$ cat src/rtl/eic_pkg.sv
package eic_pkg;
   localparam int WORD_W      = 32;
   localparam int STRIDE_LOG2 = 5;
   localparam int MASK_BIT    = 31;
   localparam int ACT_BIT     = 30;
   localparam int POL_BIT     = 23;
   localparam int SENSE_BIT   = 22;
   localparam int PRIO_LSB    = 16;
   localparam int PRIO_MAX_W  = 4;
   localparam int VEC_LSB     = 0;
   localparam int VEC_MAX_W   = 16;

   typedef enum logic {
      SENSE_EDGE  = 1'b0,
      SENSE_LEVEL = 1'b1
   } sense_e;
endpackage

$ cat src/rtl/eic_sync.sv
module eic_sync #(
   parameter int STAGES = 2
) (
   input  logic clk,
   input  logic rst_n,
   input  logic d,
   output logic q
);
   generate
      if (STAGES < 2) begin : g_bad_stages
         $error("eic_sync: STAGES must be at least 2");
      end
   endgenerate

   logic [STAGES-1:0] chain_q;

   always_ff @(posedge clk or negedge rst_n) begin
      if (!rst_n) chain_q <= '0;
      else        chain_q <= {chain_q[STAGES-2:0], d};
   end

   assign q = chain_q[STAGES-1];
endmodule

$ cat src/rtl/eic_src_cfg.sv
module eic_src_cfg
   import eic_pkg::*;
#(
   parameter int PRIO_W = 4,
   parameter int VEC_W  = 16
) (
   input  logic              clk,
   input  logic              rst_n,
   input  logic              wr_en,
   input  logic              active,
   input  logic              mask_d,
   input  logic              pol_d,
   input  logic              sense_d,
   input  logic [PRIO_W-1:0] prio_d,
   input  logic [VEC_W-1:0]  vec_d,
   output logic              mask_q,
   output logic              pol_q,
   output sense_e            sense_q,
   output logic [PRIO_W-1:0] prio_q,
   output logic [VEC_W-1:0]  vec_q
);
   logic lock_wr;
   assign lock_wr = wr_en & ~active;

   always_ff @(posedge clk or negedge rst_n) begin
      if (!rst_n) begin
         mask_q <= 1'b1;
      end else if (wr_en) begin
         mask_q <= mask_d;
      end
   end

   always_ff @(posedge clk or negedge rst_n) begin
      if (!rst_n) begin
         pol_q   <= 1'b0;
         sense_q <= SENSE_EDGE;
         prio_q  <= '0;
         vec_q   <= '0;
      end else if (lock_wr) begin
         pol_q   <= pol_d;
         sense_q <= sense_e'(sense_d);
         prio_q  <= prio_d;
         vec_q   <= vec_d;
      end
   end
endmodule

$ cat src/rtl/eic_src_core.sv
module eic_src_core
   import eic_pkg::*;
#(
   parameter int SYNC_STAGES = 2
) (
   input  logic   clk,
   input  logic   rst_n,
   input  logic   pin,
   input  logic   pol,
   input  sense_e sense,
   input  logic   ack_sel,
   input  logic   eoi_sel,
   output logic   pend_q,
   output logic   insvc_q
);
   logic pin_s, pin_s_d;
   logic now_on, was_on, went_on;
   logic ack_take;
   logic pend_d, insvc_d;

   eic_sync #(.STAGES(SYNC_STAGES)) u_sync (
      .clk   (clk),
      .rst_n (rst_n),
      .d     (pin),
      .q     (pin_s)
   );

   always_ff @(posedge clk or negedge rst_n) begin
      if (!rst_n) pin_s_d <= 1'b0;
      else        pin_s_d <= pin_s;
   end

   assign now_on   = pol ? pin_s   : ~pin_s;
   assign was_on   = pol ? pin_s_d : ~pin_s_d;
   assign went_on  = now_on & ~was_on;
   assign ack_take = ack_sel & pend_q;

   always_comb begin
      insvc_d = ack_take | (insvc_q & ~eoi_sel);
      unique case (sense)
         SENSE_LEVEL: pend_d = now_on & ~ack_take & ~insvc_q;
         default:     pend_d = (pend_q & ~ack_take) | went_on;
      endcase
   end

   always_ff @(posedge clk or negedge rst_n) begin
      if (!rst_n) begin
         pend_q  <= 1'b0;
         insvc_q <= 1'b0;
      end else begin
         pend_q  <= pend_d;
         insvc_q <= insvc_d;
      end
   end
endmodule

$ cat src/rtl/ext_irq_cond.sv
module ext_irq_cond
   import eic_pkg::*;
#(
   parameter int  NUM_SRC     = 12,
   parameter int  PRIO_W      = 4,
   parameter int  VEC_W       = 16,
   parameter int  SYNC_STAGES = 2,
   parameter int  ADDR_W      = 9,
   localparam int IDX_W       = (NUM_SRC > 1) ? $clog2(NUM_SRC) : 1
) (
   input  logic                      clk,
   input  logic                      rst_n,
   input  logic [NUM_SRC-1:0]        irq_pin,
   input  logic                      cfg_wr,
   input  logic [ADDR_W-1:0]         cfg_addr,
   input  logic [WORD_W-1:0]         cfg_wdata,
   output logic [WORD_W-1:0]         cfg_rdata,
   input  logic                      ack_valid,
   input  logic [IDX_W-1:0]          ack_idx,
   input  logic                      eoi_valid,
   input  logic [IDX_W-1:0]          eoi_idx,
   output logic [NUM_SRC-1:0]        req,
   output logic [NUM_SRC*PRIO_W-1:0] req_prio,
   output logic [NUM_SRC*VEC_W-1:0]  req_vec
);
   localparam int SLOT_W = ADDR_W - STRIDE_LOG2;
   localparam int LOCK_W = 2 + PRIO_W + VEC_W;

   generate
      if (NUM_SRC < 1) begin : g_bad_num
         $error("ext_irq_cond: NUM_SRC must be at least 1");
      end
      if (PRIO_W < 1 || PRIO_W > PRIO_MAX_W) begin : g_bad_prio
         $error("ext_irq_cond: PRIO_W out of range");
      end
      if (VEC_W < 1 || VEC_W > VEC_MAX_W) begin : g_bad_vec
         $error("ext_irq_cond: VEC_W out of range");
      end
      if (SLOT_W < IDX_W) begin : g_bad_addr
         $error("ext_irq_cond: ADDR_W too narrow for NUM_SRC");
      end
   endgenerate

   logic [SLOT_W-1:0]  slot;
   logic               aligned;
   logic [NUM_SRC-1:0] sel;
   logic [NUM_SRC-1:0] pend_q, insvc_q, mask_q, active;
   logic [NUM_SRC*LOCK_W-1:0] lock_q;
   logic [WORD_W-1:0]  word_a [NUM_SRC];
   logic               unused_wd;

   assign slot      = cfg_addr[ADDR_W-1:STRIDE_LOG2];
   assign aligned   = (cfg_addr[STRIDE_LOG2-1:0] == '0);
   assign unused_wd = ^cfg_wdata;

   for (genvar i = 0; i < NUM_SRC; i++) begin : g_src
      logic              pol_q;
      sense_e            sense_q;
      logic [PRIO_W-1:0] prio_q;
      logic [VEC_W-1:0]  vec_q;
      logic              ack_sel, eoi_sel;

      assign sel[i]   = aligned && (slot == SLOT_W'(i));
      assign ack_sel  = ack_valid && (ack_idx == IDX_W'(i));
      assign eoi_sel  = eoi_valid && (eoi_idx == IDX_W'(i));
      assign active[i] = pend_q[i] | insvc_q[i];

      eic_src_cfg #(.PRIO_W(PRIO_W), .VEC_W(VEC_W)) u_cfg (
         .clk     (clk),
         .rst_n   (rst_n),
         .wr_en   (cfg_wr & sel[i]),
         .active  (active[i]),
         .mask_d  (cfg_wdata[MASK_BIT]),
         .pol_d   (cfg_wdata[POL_BIT]),
         .sense_d (cfg_wdata[SENSE_BIT]),
         .prio_d  (cfg_wdata[PRIO_LSB +: PRIO_W]),
         .vec_d   (cfg_wdata[VEC_LSB +: VEC_W]),
         .mask_q  (mask_q[i]),
         .pol_q   (pol_q),
         .sense_q (sense_q),
         .prio_q  (prio_q),
         .vec_q   (vec_q)
      );

      eic_src_core #(.SYNC_STAGES(SYNC_STAGES)) u_core (
         .clk     (clk),
         .rst_n   (rst_n),
         .pin     (irq_pin[i]),
         .pol     (pol_q),
         .sense   (sense_q),
         .ack_sel (ack_sel),
         .eoi_sel (eoi_sel),
         .pend_q  (pend_q[i]),
         .insvc_q (insvc_q[i])
      );

      always_comb begin
         word_a[i] = '0;
         word_a[i][MASK_BIT]  = mask_q[i];
         word_a[i][ACT_BIT]   = active[i];
         word_a[i][POL_BIT]   = pol_q;
         word_a[i][SENSE_BIT] = sense_q;
         word_a[i][PRIO_LSB +: PRIO_W] = prio_q;
         word_a[i][VEC_LSB +: VEC_W]   = vec_q;
      end

      assign req[i] = pend_q[i] & ~mask_q[i];
      assign req_prio[i*PRIO_W +: PRIO_W] = prio_q;
      assign req_vec[i*VEC_W +: VEC_W]    = vec_q;
      assign lock_q[i*LOCK_W +: LOCK_W]   = {pol_q, sense_q, prio_q, vec_q};
   end

   always_comb begin
      cfg_rdata = '0;
      for (int i = 0; i < NUM_SRC; i++) begin
         if (sel[i]) cfg_rdata = cfg_rdata | word_a[i];
      end
   end
endmodule

$ cat config.mk
export PLATFORM = sky130hd
export DESIGN_NAME = ext_irq_cond
export DESIGN_NICKNAME = d
export VERILOG_FILES = /design/src/rtl/eic_pkg.sv /design/src/rtl/eic_sync.sv /design/src/rtl/eic_src_cfg.sv /design/src/rtl/eic_src_core.sv /design/src/rtl/ext_irq_cond.sv
export SDC_FILE = /design/constraint.sdc
export NUM_CORES = 1
export LEC_CHECK = 0
export BUFFER_PORTS_ARGS = -buffer_cell sky130_fd_sc_hd__buf_2
export CAP_MARGIN = 15
export CORE_MARGIN = 5
export CORE_UTILIZATION = 50
export CTS_CLUSTER_DIAMETER = 30
export DETAILED_ROUTE_END_ITERATION = 7
export PLACE_DENSITY = 0.75
export REMOVE_ABC_BUFFERS = 1
export SYNTH_ARGS = -nofsm -noshare
export SYNTH_HDL_FRONTEND = slang
export SYNTH_SLANG_ARGS = --single-unit
export TNS_END_PERCENT = 20
$ cat constraint.sdc
create_clock -name clk -period 6.3 [get_ports clk]
set_input_delay 1.26 -clock clk [delete_from_list [all_inputs] [get_ports clk]]
set_output_delay 1.26 -clock clk [all_outputs]
set_load 0.01 [all_outputs]
==> results of run 1 <==
## synth_stat cells, types with 10 or more instances
cell and number:
o22ai_1 11, a21oi_1 18, a22oi_1 32, nand2_1 67
o21ai_0 39, buf_2 15, clkbuf_1 57, mux2_4 60
nor3_1 10, buf_4 15, buf_1 13, a221oi_1 29
o211ai_1 10, nor2b_1 18, dfstp_2 12, mux2i_1 46
dfrtp_1 324, nor2_1 52, or2_2 11, mux2_2 236
nand3_1 20, nand2b_1 12
## per-layer routing
layer | GRT usage [%] | up-vias | share of wire [%]
met4 | 11.8 | 0 | 3.9
li1 | - | 5238 | -
met3 | 9.67 | 159 | 10
met2 | 49.4 | 737 | 47
met1 | 40.0 | 6411 | 39
met5 | 0 | - | 0
## report_power, final
group          leakage [nW]  internal [mW]  total (mW)  switching [mW]
Combinational          4.75         0.0930       0.307           0.214
Clock                  1.29           2.76        4.03            1.27
Sequential             4.49           2.21        2.27          0.0545
Total                  10.5           5.06        6.61            1.54
## worst max path at each step
| stage | start | to | slack (ns) | cells after the start |
|---|---|---|---|---|
| after global routing | cfg_addr[6] | cfg_rdata[31] | 1.21 | 7 |
| after floorplan | cfg_addr[6] | g_src[6].u_cfg.pol_q | 1.04 | 4 |
| final | cfg_addr[6] | cfg_rdata[31] | 1.33 | 7 |
| after global placement | cfg_addr[6] | cfg_rdata[31] | 1.36 | 7 |
| after CTS | cfg_addr[6] | cfg_rdata[31] | 1.38 | 7 |
| after detailed placement | cfg_addr[6] | cfg_rdata[31] | 1.38 | 7 |
## cells by family after synthesis
logic type             count (synthesis)  share of synthesized area, %
XOR/XNOR                               5                         0.278
AND/OR/NAND/NOR                      232                          7.83
AO/OA/AOI/OAI                        194                          8.77
multiplexers                         348                          26.2
other                                  1                        0.0238
flip-flops                           336                          53.5
buffers and inverters                109                          3.36
## registers in the layout (all words and copies together), names as in the netlist
name                         count
g_src.u_cfg.vec_q              192
g_src.u_cfg.prio_q              48
g_src.u_core.u_sync.chain_q     24
g_src.u_cfg.mask_q              12
g_src.u_cfg.pol_q               12
g_src.u_cfg.sense_q             12
g_src.u_core.insvc_q            12
g_src.u_core.pend_q             12
g_src.u_core.pin_s_d            12
## area by class of cell
cell class	instances	area share, %
sequential	336	41.2
multi-input combinational	787	33.8
clock buffer	99	10.4
timing repair buffer	365	9.53
clock inverter	39	2.50
tap	402	2.46
inverter	3	0.0551
## layout by cell type (no fill, tap or decap), types with 10 or more instances in the layout
| cell | count |
|---|---|
| mux2_4 | 60 |
| clkbuf_16 | 78 |
| mux2_2 | 236 |
| nand2b_1 | 12 |
| a21oi_1 | 18 |
| nand2_1 | 67 |
| nor2_1 | 49 |
| dfstp_2 | 12 |
| clkbuf_1 | 11 |
| o21ai_0 | 39 |
| o22ai_1 | 11 |
| dfrtp_1 | 324 |
| a22oi_1 | 32 |
| nor2b_1 | 14 |
| mux2i_1 | 46 |
| o211ai_1 | 10 |
| a221oi_1 | 29 |
| buf_2 | 330 |
| or2_2 | 11 |
| clkbuf_8 | 10 |
| nand3_1 | 19 |
| nor3_1 | 10 |
| buf_4 | 32 |
## worst register-to-register path: stages (launching register included)
cell and delay (ns):
dfrtp_1 0.40, nor2_1 0.31, nand3_2 0.88, mux2_2 0.62
## per-stage QoR
step / cell area, um2 / hold WS (ns) / worst slack [ns] / power (mW) / std cells
after floorplan: 15300 / 0.331 / 1.04 / 2.39 / 1126
after global placement: 17800 / 0.334 / 1.36 / 2.59 / 1893
after detailed placement: 17800 / 0.336 / 1.38 / 2.60 / 1893
after CTS: 20400 / 0.345 / 1.38 / 6.64 / 2031
after global routing: 20400 / 0.358 / 1.21 / 6.80 / 2031
final: 20400 / 0.344 / 1.33 / 6.61 / 2031
==> flow_summary.yaml, run 1 <==
clock_tree:
  clkTransAtPathRegs_ns: 0.04
  clock-sinks: 336
  clockRootBuffer: "clkbuf_16"
  cts.htree.levels: 3
  post_cts_buffers: 0
  cts_tree: "done"
  cts_resized: 0
  cts_buffer_depth: 3
  insertion_delay_ns: 0.58
  hold_buffers: 0
  numCtsBuffers: 76
synthesis:
  yosysUniqueCellTypes: 60
  yosysTopAreaCell: "dfrtp_1"
  yosysTopAreaCellShare_pct: 51.5
  ys_ff_latch: 336
  async_flop_share_pct: 100
  synth-edff-count: 0
  synth_ff_type: "dfrtp_1"
  avgSynthCellArea_um2: 12.9
  ys_seq_area_share_pct: 53.5
  synth_area_um2: 15700
  ys_warn_count: 0
  syn_inst: 1225
  synth_area_leaders: "dfrtp_1, mux2_2, mux2_4"
finish:
  diodes: 0
  nNetsFinal: 1635
  seq_area_um2: 8420
  syn2layout_area_growth_pct: 29.8
  fin_util_pct: 65.3
  num-fill-cells: 2292
  multi_input_comb_area_um2: 6910
  final_layout_size_suffix_gt1_share_pct: 51.4
critical_path:
  critPathMostFrequentCell: "buf_2"
  crit_chain: "buf_2 > nor2b_4 > a22oi_1 > a2111oi_0 > a31oi_1 > o211ai_1 > buf_2"
  cpPeakStageDelay_ns: 0.82
  worstRegToRegCells: 3
  required_ns: 5.04
  rr_endpoint: "g_src[11].u_cfg.vec_q[9]"
  critPathKind: "input port to output port"
  cp_top_family: "compound AO/OA/AOI/OAI gates"
  arrival_ns: 3.71
  rrSetupSlack_ns: 3.95
  crit_fanout: 23
  r2r-start: "g_src[11].u_core.insvc_q"
  crit_slowest_cell: "nor2b_4"
  crit_path_start_kind: "input port"
  end_kind: "output port"
  worst-path-buf-inv: 2
power_and_ir_drop:
  p_leak_nw: 10.5
  ir_drop_v: 0.000226
  power.density_nw_per_um2: 323
global_routing:
  grt_pass1_wl_um: 83700
  overflow: 0
  grt_pass1_vias: 13172
  grt_util_all_layers_pct: 31.0
  antenna_found_initial: 0
  grt_max_degree: 157
floorplanning:
  core_area_um2: 31300
  start_util_pct: 50.3
  ios: 350
  std_cell_rows: 65
  die_area_um2: 35100
  fp.dieH_um: 187
  die_w_um: 187
hold_path:
  hp-class: "flop to flop"
  hold_end: "g_src[2].u_core.u_sync.chain_q[1]"
  min-delay-start: "g_src[2].u_core.u_sync.chain_q[0]"
  holdPathStages: 0
placement:
  routabilityCongestion: 0.923
  dp_hpwl_um: 36000
  io_buffer_count: 332
timing:
  finalSetupTns_ns: 0
  rsz0062_at_grt: "no"
  skew_ns: 0.0260
  slew_headroom_pct: 19.1
  setup_viol: 0
  min_period_ns: 4.97
  finalCritPeriodShare_pct: 79.0
  drv_slew: 0
  hold_viol: 0
  max_clock_freq_mhz: 201
  tightest_slew_ns: 1.20
outcome:
  outcome: "finished, final reports clean"
detailed_routing:
  dr.pass1.iters: 5
  drc_errors: 0
  vias: 12545
  drtIter0Drc: 1145
  drt-total-wl_um: 55600
  routedWlPerCell_um: 27.4
  viasPerCell: 6.18
  ant_nets: 0
flow_run:
  max-cap-violations: 0
No activity file was read; power rests on OpenSTA's default activity.
==> run 2, diff against run 1 <==
==> constraint.sdc (replaced) <==
create_clock -name clk -period 4.9 [get_ports clk]
set_input_delay 0.98 -clock clk [delete_from_list [all_inputs] [get_ports clk]]
set_output_delay 0.98 -clock clk [all_outputs]
set_load 0.01 [all_outputs]
==> run 2 against run 1 <==
Against the previous run: routed wire length up 0.85%; die area unchanged; sequential share of layout area about the same; via count up 0.26%; sequential power up 28%; first-iteration DRC count up 0.35%; clock-buffer cell count down 1; critical endpoint unchanged; largest cell class unchanged.
==> flow_summary.yaml, run 2 (synthesized netlist as in run 1, its figures left out) <==
outcome:
  outcome: "finished, final reports clean"
detailed_routing:
  drc_errors: 0
  viasPerCell: 6.16
  drt-total-wl_um: 56100
  vias: 12577
  drtIter0Drc: 1149
  ant_nets: 0
  dr.pass1.iters: 5
  routedWlPerCell_um: 27.5
clock_tree:
  post_cts_buffers: 0
  insertion_delay_ns: 0.56
  clock-sinks: 336
  clkTransAtPathRegs_ns: 0.04
  clockRootBuffer: "clkbuf_16"
  cts_buffer_depth: 3
  cts_tree: "done"
  cts_resized: 0
  cts.htree.levels: 3
  hold_buffers: 0
  numCtsBuffers: 75
critical_path:
  r2r-start: "g_src[0].u_core.pend_q"
  arrival_ns: 3.30
  rrSetupSlack_ns: 2.60
  required_ns: 3.92
  critPathKind: "input port to output port"
  worstRegToRegCells: 2
  crit_fanout: 16
  crit_path_start_kind: "input port"
  end_kind: "output port"
  rr_endpoint: "g_src[0].u_cfg.prio_q[0]"
floorplanning:
  die_area_um2: 35100
  start_util_pct: 50.3
  die_w_um: 187
  fp.dieH_um: 187
  ios: 350
  core_area_um2: 31300
  std_cell_rows: 65
finish:
  finalNonFillerCells: 2041
  syn2layout_area_growth_pct: 29.9
  nNetsFinal: 1645
  reg.largest.list: "g_src.u_cfg.vec_q (192), g_src.u_cfg.prio_q (48), g_src.u_core.u_sync.chain_q (24)"
  largest_reg_flops: 192
  final_cell_mix: "buf_2, dfrtp_1, mux2_2, clkbuf_16, nand2_1"
  num-fill-cells: 2351
  seq_area_um2: 8420
  final_layout_size_suffix_gt1_share_pct: 51.7
  layout_commonest_cell: "buf_2"
  multi_input_comb_area_um2: 6910
  top_register: "g_src.u_cfg.vec_q"
power_and_ir_drop:
  p_leak_nw: 10.5
  power.density_nw_per_um2: 407
  power_mw: 8.32
  ir_drop_v: 0.000318
timing:
  finalCritPeriodShare_pct: 87.2
  setup_viol: 0
  rsz0062_at_grt: "no"
  hold_viol: 0
  tightest_slew_ns: 1.28
  max_clock_freq_mhz: 234
  skew_ns: 0.0261
  setup_slack_ns: 0.625
  drv_slew: 0
  min_period_ns: 4.28
  slew_headroom_pct: 14.5
global_routing:
  grt_pass1_vias: 13327
  grt_max_degree: 118
  overflow: 0
  grt_pass1_wl_um: 84100
  antenna_found_initial: 2
  grt_util_all_layers_pct: 31.2
hold_path:
  holdPathStages: 0
  min-delay-start: "g_src[1].u_core.u_sync.chain_q[0]"
  hold_end: "g_src[1].u_core.u_sync.chain_q[1]"
  hp-class: "flop to flop"
placement:
  dp_hpwl_um: 36800
  pre_cts_ws_ns: 0.657
  io_buffer_count: 332
  routabilityCongestion: 0.915
  dp.cells: 1904
flow_run:
  max-cap-violations: 0
## run 2: layer usage
layer	track usage [%]	vias to the layer above	share of wire, %
met5	0	-	0.023
met4	14.1	2	4.5
met3	9.28	166	10
met2	49.1	784	46
met1	40.1	6369	39
li1	-	5256	-
## run 2: worst max-delay path, stage by stage
cell,delay (ns)
buf_2,0.39
nor2b_4,0.66
a22oi_1,0.22
a2111oi_0,0.48
a31oi_1,0.08
o211ai_1,0.25
buf_2,0.22
## run 2: how the worst max path moves through the flow
| stage | startpoint | end | slack, ns | cells past startpoint |
|---|---|---|---|---|
| floorplan | cfg_addr[6] | g_src[6].u_cfg.pol_q | -0.08 | 4 |
| global placement | cfg_addr[1] | cfg_rdata[31] | 0.67 | 8 |
| detailed placement | cfg_addr[7] | cfg_rdata[14] | 0.66 | 7 |
| CTS | cfg_addr[7] | cfg_rdata[14] | 0.66 | 7 |
| global route | cfg_addr[7] | cfg_rdata[14] | 0.58 | 7 |
| finish | cfg_addr[6] | cfg_rdata[31] | 0.62 | 7 |
## run 2: layout make-up
type / instances / share of cell area (%)
Inverter: 3 / 0.0550
Clock buffer: 98 / 10.2
Tap cell: 402 / 2.46
Multi-Input combinational cell: 787 / 33.8
Antenna cell: 1 / 0.0122
Sequential cell: 336 / 41.2
Timing Repair Buffer: 376 / 9.92
Clock inverter: 38 / 2.37
## run 2: through the flow
stage          utilization [%]  cell area, um2  hold WS [ns]  setup TNS, ns
2_1_floorplan                -           15300         0.331          -1.68
3_3_place_gp              57.1           17900         0.335              0
3_5_place_dp              57.1           17900         0.336              0
4_1_cts                   65.3           20500         0.347              0
5_1_grt                   65.3           20500         0.353              0
6_report                  65.3           20500         0.346              0
## run 2: power breakdown
group	internal, mW	switching, mW
combinational	0.124	0.276
clock	3.36	1.65
sequential	2.84	0.0693
==> run 3, diff against run 2 <==
--- a/config.mk
+++ b/config.mk
@@ -5,13 +5,12 @@
 export SDC_FILE = /design/constraint.sdc
 export NUM_CORES = 1
 export LEC_CHECK = 0
-export BUFFER_PORTS_ARGS = -buffer_cell sky130_fd_sc_hd__buf_2
 export CAP_MARGIN = 15
 export CORE_MARGIN = 5
 export CORE_UTILIZATION = 50
 export CTS_CLUSTER_DIAMETER = 30
 export DETAILED_ROUTE_END_ITERATION = 7
-export PLACE_DENSITY = 0.75
+export DONT_BUFFER_PORTS = 1
 export REMOVE_ABC_BUFFERS = 1
 export SYNTH_ARGS = -nofsm -noshare
 export SYNTH_HDL_FRONTEND = slang
==> run 3 against run 2 <==
Against the previous run: clock skew shrank 0.0094 ns; maximum frequency up 5.7%; critical path depth down 1; power decreased by 0.67%; utilization is 5.6 points lower; cell count decreased by 17%; the run now ends with slew limit left; clock-buffer cell count grew 5; worst setup slack improved by 0.23 ns; final area shrank 8.6%; sequential share of layout area is 3.9 points higher; via count decreased by 13%.
==> flow_summary.yaml, run 3 (synthesized netlist as in run 1, its figures left out) <==
finish:
  final_layout_size_suffix_gt1_share_pct: 38.9
  syn2layout_area_growth_pct: 18.8
  multi_input_comb_area_um2: 6910
  finalNonFillerCells: 1693
  num-fill-cells: 2497
  nNetsFinal: 1301
  reg.largest.list: "g_src.u_cfg.vec_q (192), g_src.u_cfg.prio_q (48), g_src.u_core.u_sync.chain_q (24)"
  fin_util_pct: 59.7
  final_cell_mix: "dfrtp_1, mux2_2, clkbuf_16, nand2_1, mux2_4"
  diodes: 0
  seq_area_um2: 8420
  layout_commonest_cell: "dfrtp_1"
  top_register: "g_src.u_cfg.vec_q"
  largest_reg_flops: 192
  design_area_um2: 18700
global_routing:
  grt_util_all_layers_pct: 29.9
  grt_pass1_vias: 11416
  grt_pass1_wl_um: 78900
  grt_max_degree: 337
  overflow: 0
  antenna_found_initial: 0
power_and_ir_drop:
  pwr-share-seq_pct: 35.4
  power.density_nw_per_um2: 442
  swShare_pct: 20.9
  p_leak_nw: 8.78
  p_comb_share_pct: 2.5
  p_int_mw: 6.54
  switchingPower_mw: 1.73
  pwr-share-clk_pct: 62.2
  ir_drop_v: 0.000297
detailed_routing:
  drt-total-wl_um: 53700
  routedWlPerCell_um: 31.7
  vias: 10936
  drc_errors: 0
  viasPerCell: 6.46
  drtIter0Drc: 802
  ant_nets: 0
  dr.pass1.iters: 5
clock_tree:
  cts_tree: "done"
  hold_buffers: 0
  numCtsBuffers: 76
  insertion_delay_ns: 0.56
  cts_buffer_depth: 3
  cts_resized: 0
  clock-sinks: 336
  clockRootBuffer: "clkbuf_16"
  clkTransAtPathRegs_ns: 0.04
  cts.htree.levels: 3
  post_cts_buffers: 0
floorplanning:
  start_util_pct: 50.3
  die_w_um: 187
  fp.dieH_um: 187
  die_area_um2: 35100
  std_cell_rows: 65
  ios: 350
  core_area_um2: 31300
hold_path:
  hp-class: "input port to asynchronous set/reset pin"
timing:
  setup_viol: 0
  min_period_ns: 4.05
  max_clock_freq_mhz: 247
  slew_headroom_pct: -10.3
  finalCritPeriodShare_pct: 82.6
  rsz0062_at_grt: "no"
  drv_slew: 104
  holdWs_ns: 0.131
  finalSetupTns_ns: 0
  tightest_slew_ns: 1.65
  hold_viol: 0
  skew_ns: 0.0166
placement:
  io_buffer_count: 0
  routabilityCongestion: 0.869
  place_area_um2: 16100
  dp.cells: 1559
  dp_hpwl_um: 34400
critical_path:
  crit_fanout: 20
  arrival_ns: 3.07
  critPathKind: "input port to output port"
  required_ns: 3.92
  crit_path_start_kind: "input port"
  end_kind: "output port"
flow_run:
  max-cap-violations: 0
outcome:
  violations: "slew limit"
  outcome: "finished with violations"
-- run 3: worst max-delay path, cell delays in order --
cell and delay [ns]:
nor4_4 0.51, nand2b_1 0.16, buf_4 0.28, nor2_1 0.69
a22oi_1 0.20, nand2_1 0.22
-- run 3: area by class of cell --
type                       count  share of cell area (%)
sequential                   336                    45.0
clock buffer                 103                    11.9
clock inverter                31                    2.17
inverter                       3                  0.0602
timing repair buffer          31                    1.24
tap                          402                    2.69
multi-input combinational    787                    36.9
-- run 3: through the flow --
step           worst slack [ns]  total power [mW]
2_1_floorplan           -0.0762              3.07
3_3_place_gp              0.892              3.16
4_1_cts                   0.891              8.32
3_5_place_dp              0.854              3.16
5_1_grt                   0.782              8.51
6_report                  0.854              8.26
-- run 3: per-layer routing --
metal  routed length, um  part of all wire [%]  up-vias  GRT usage, %
li1                    -                     -     4556             -
met1               21400                    40     5714          38.2
met3                5960                    11       95          12.8
met2               24800                    46      571          46.3
met5                   0                     0        -             0
met4                1520                   2.8        0          9.85
-- run 3: power by group through the flow --
stage / clock network, mW / registers, mW / logic [mW]
global placement: 0 / 2.96 / 0.200
global route: 5.36 / 2.93 / 0.219
finish: 5.14 / 2.92 / 0.205
floorplan: 0 / 2.93 / 0.137
detailed placement: 0 / 2.96 / 0.204
CTS: 5.19 / 2.92 / 0.204
-- run 3: path summary, 6_finish.rpt --
kind / startpoint / cells after the start / slack [ns] / endpoint
worst max register to register: g_src[0].u_core.pend_q / 3 / 2.60 / g_src[0].u_cfg.vec_q[8]
min in group clk: g_src[3].u_core.u_sync.chain_q[0] / 0 / 0.34 / g_src[3].u_core.u_sync.chain_q[1]
worst min-delay path: rst_n / 0 / 0.13 / g_src[8].u_cfg.prio_q[2]
worst min register to register: g_src[3].u_core.u_sync.chain_q[0] / 0 / 0.34 / g_src[3].u_core.u_sync.chain_q[1]
max in group asynchronous: rst_n / 0 / 3.44 / g_src[1].u_cfg.vec_q[8]
worst max-delay path: cfg_addr[1] / 6 / 0.85 / cfg_rdata[14]
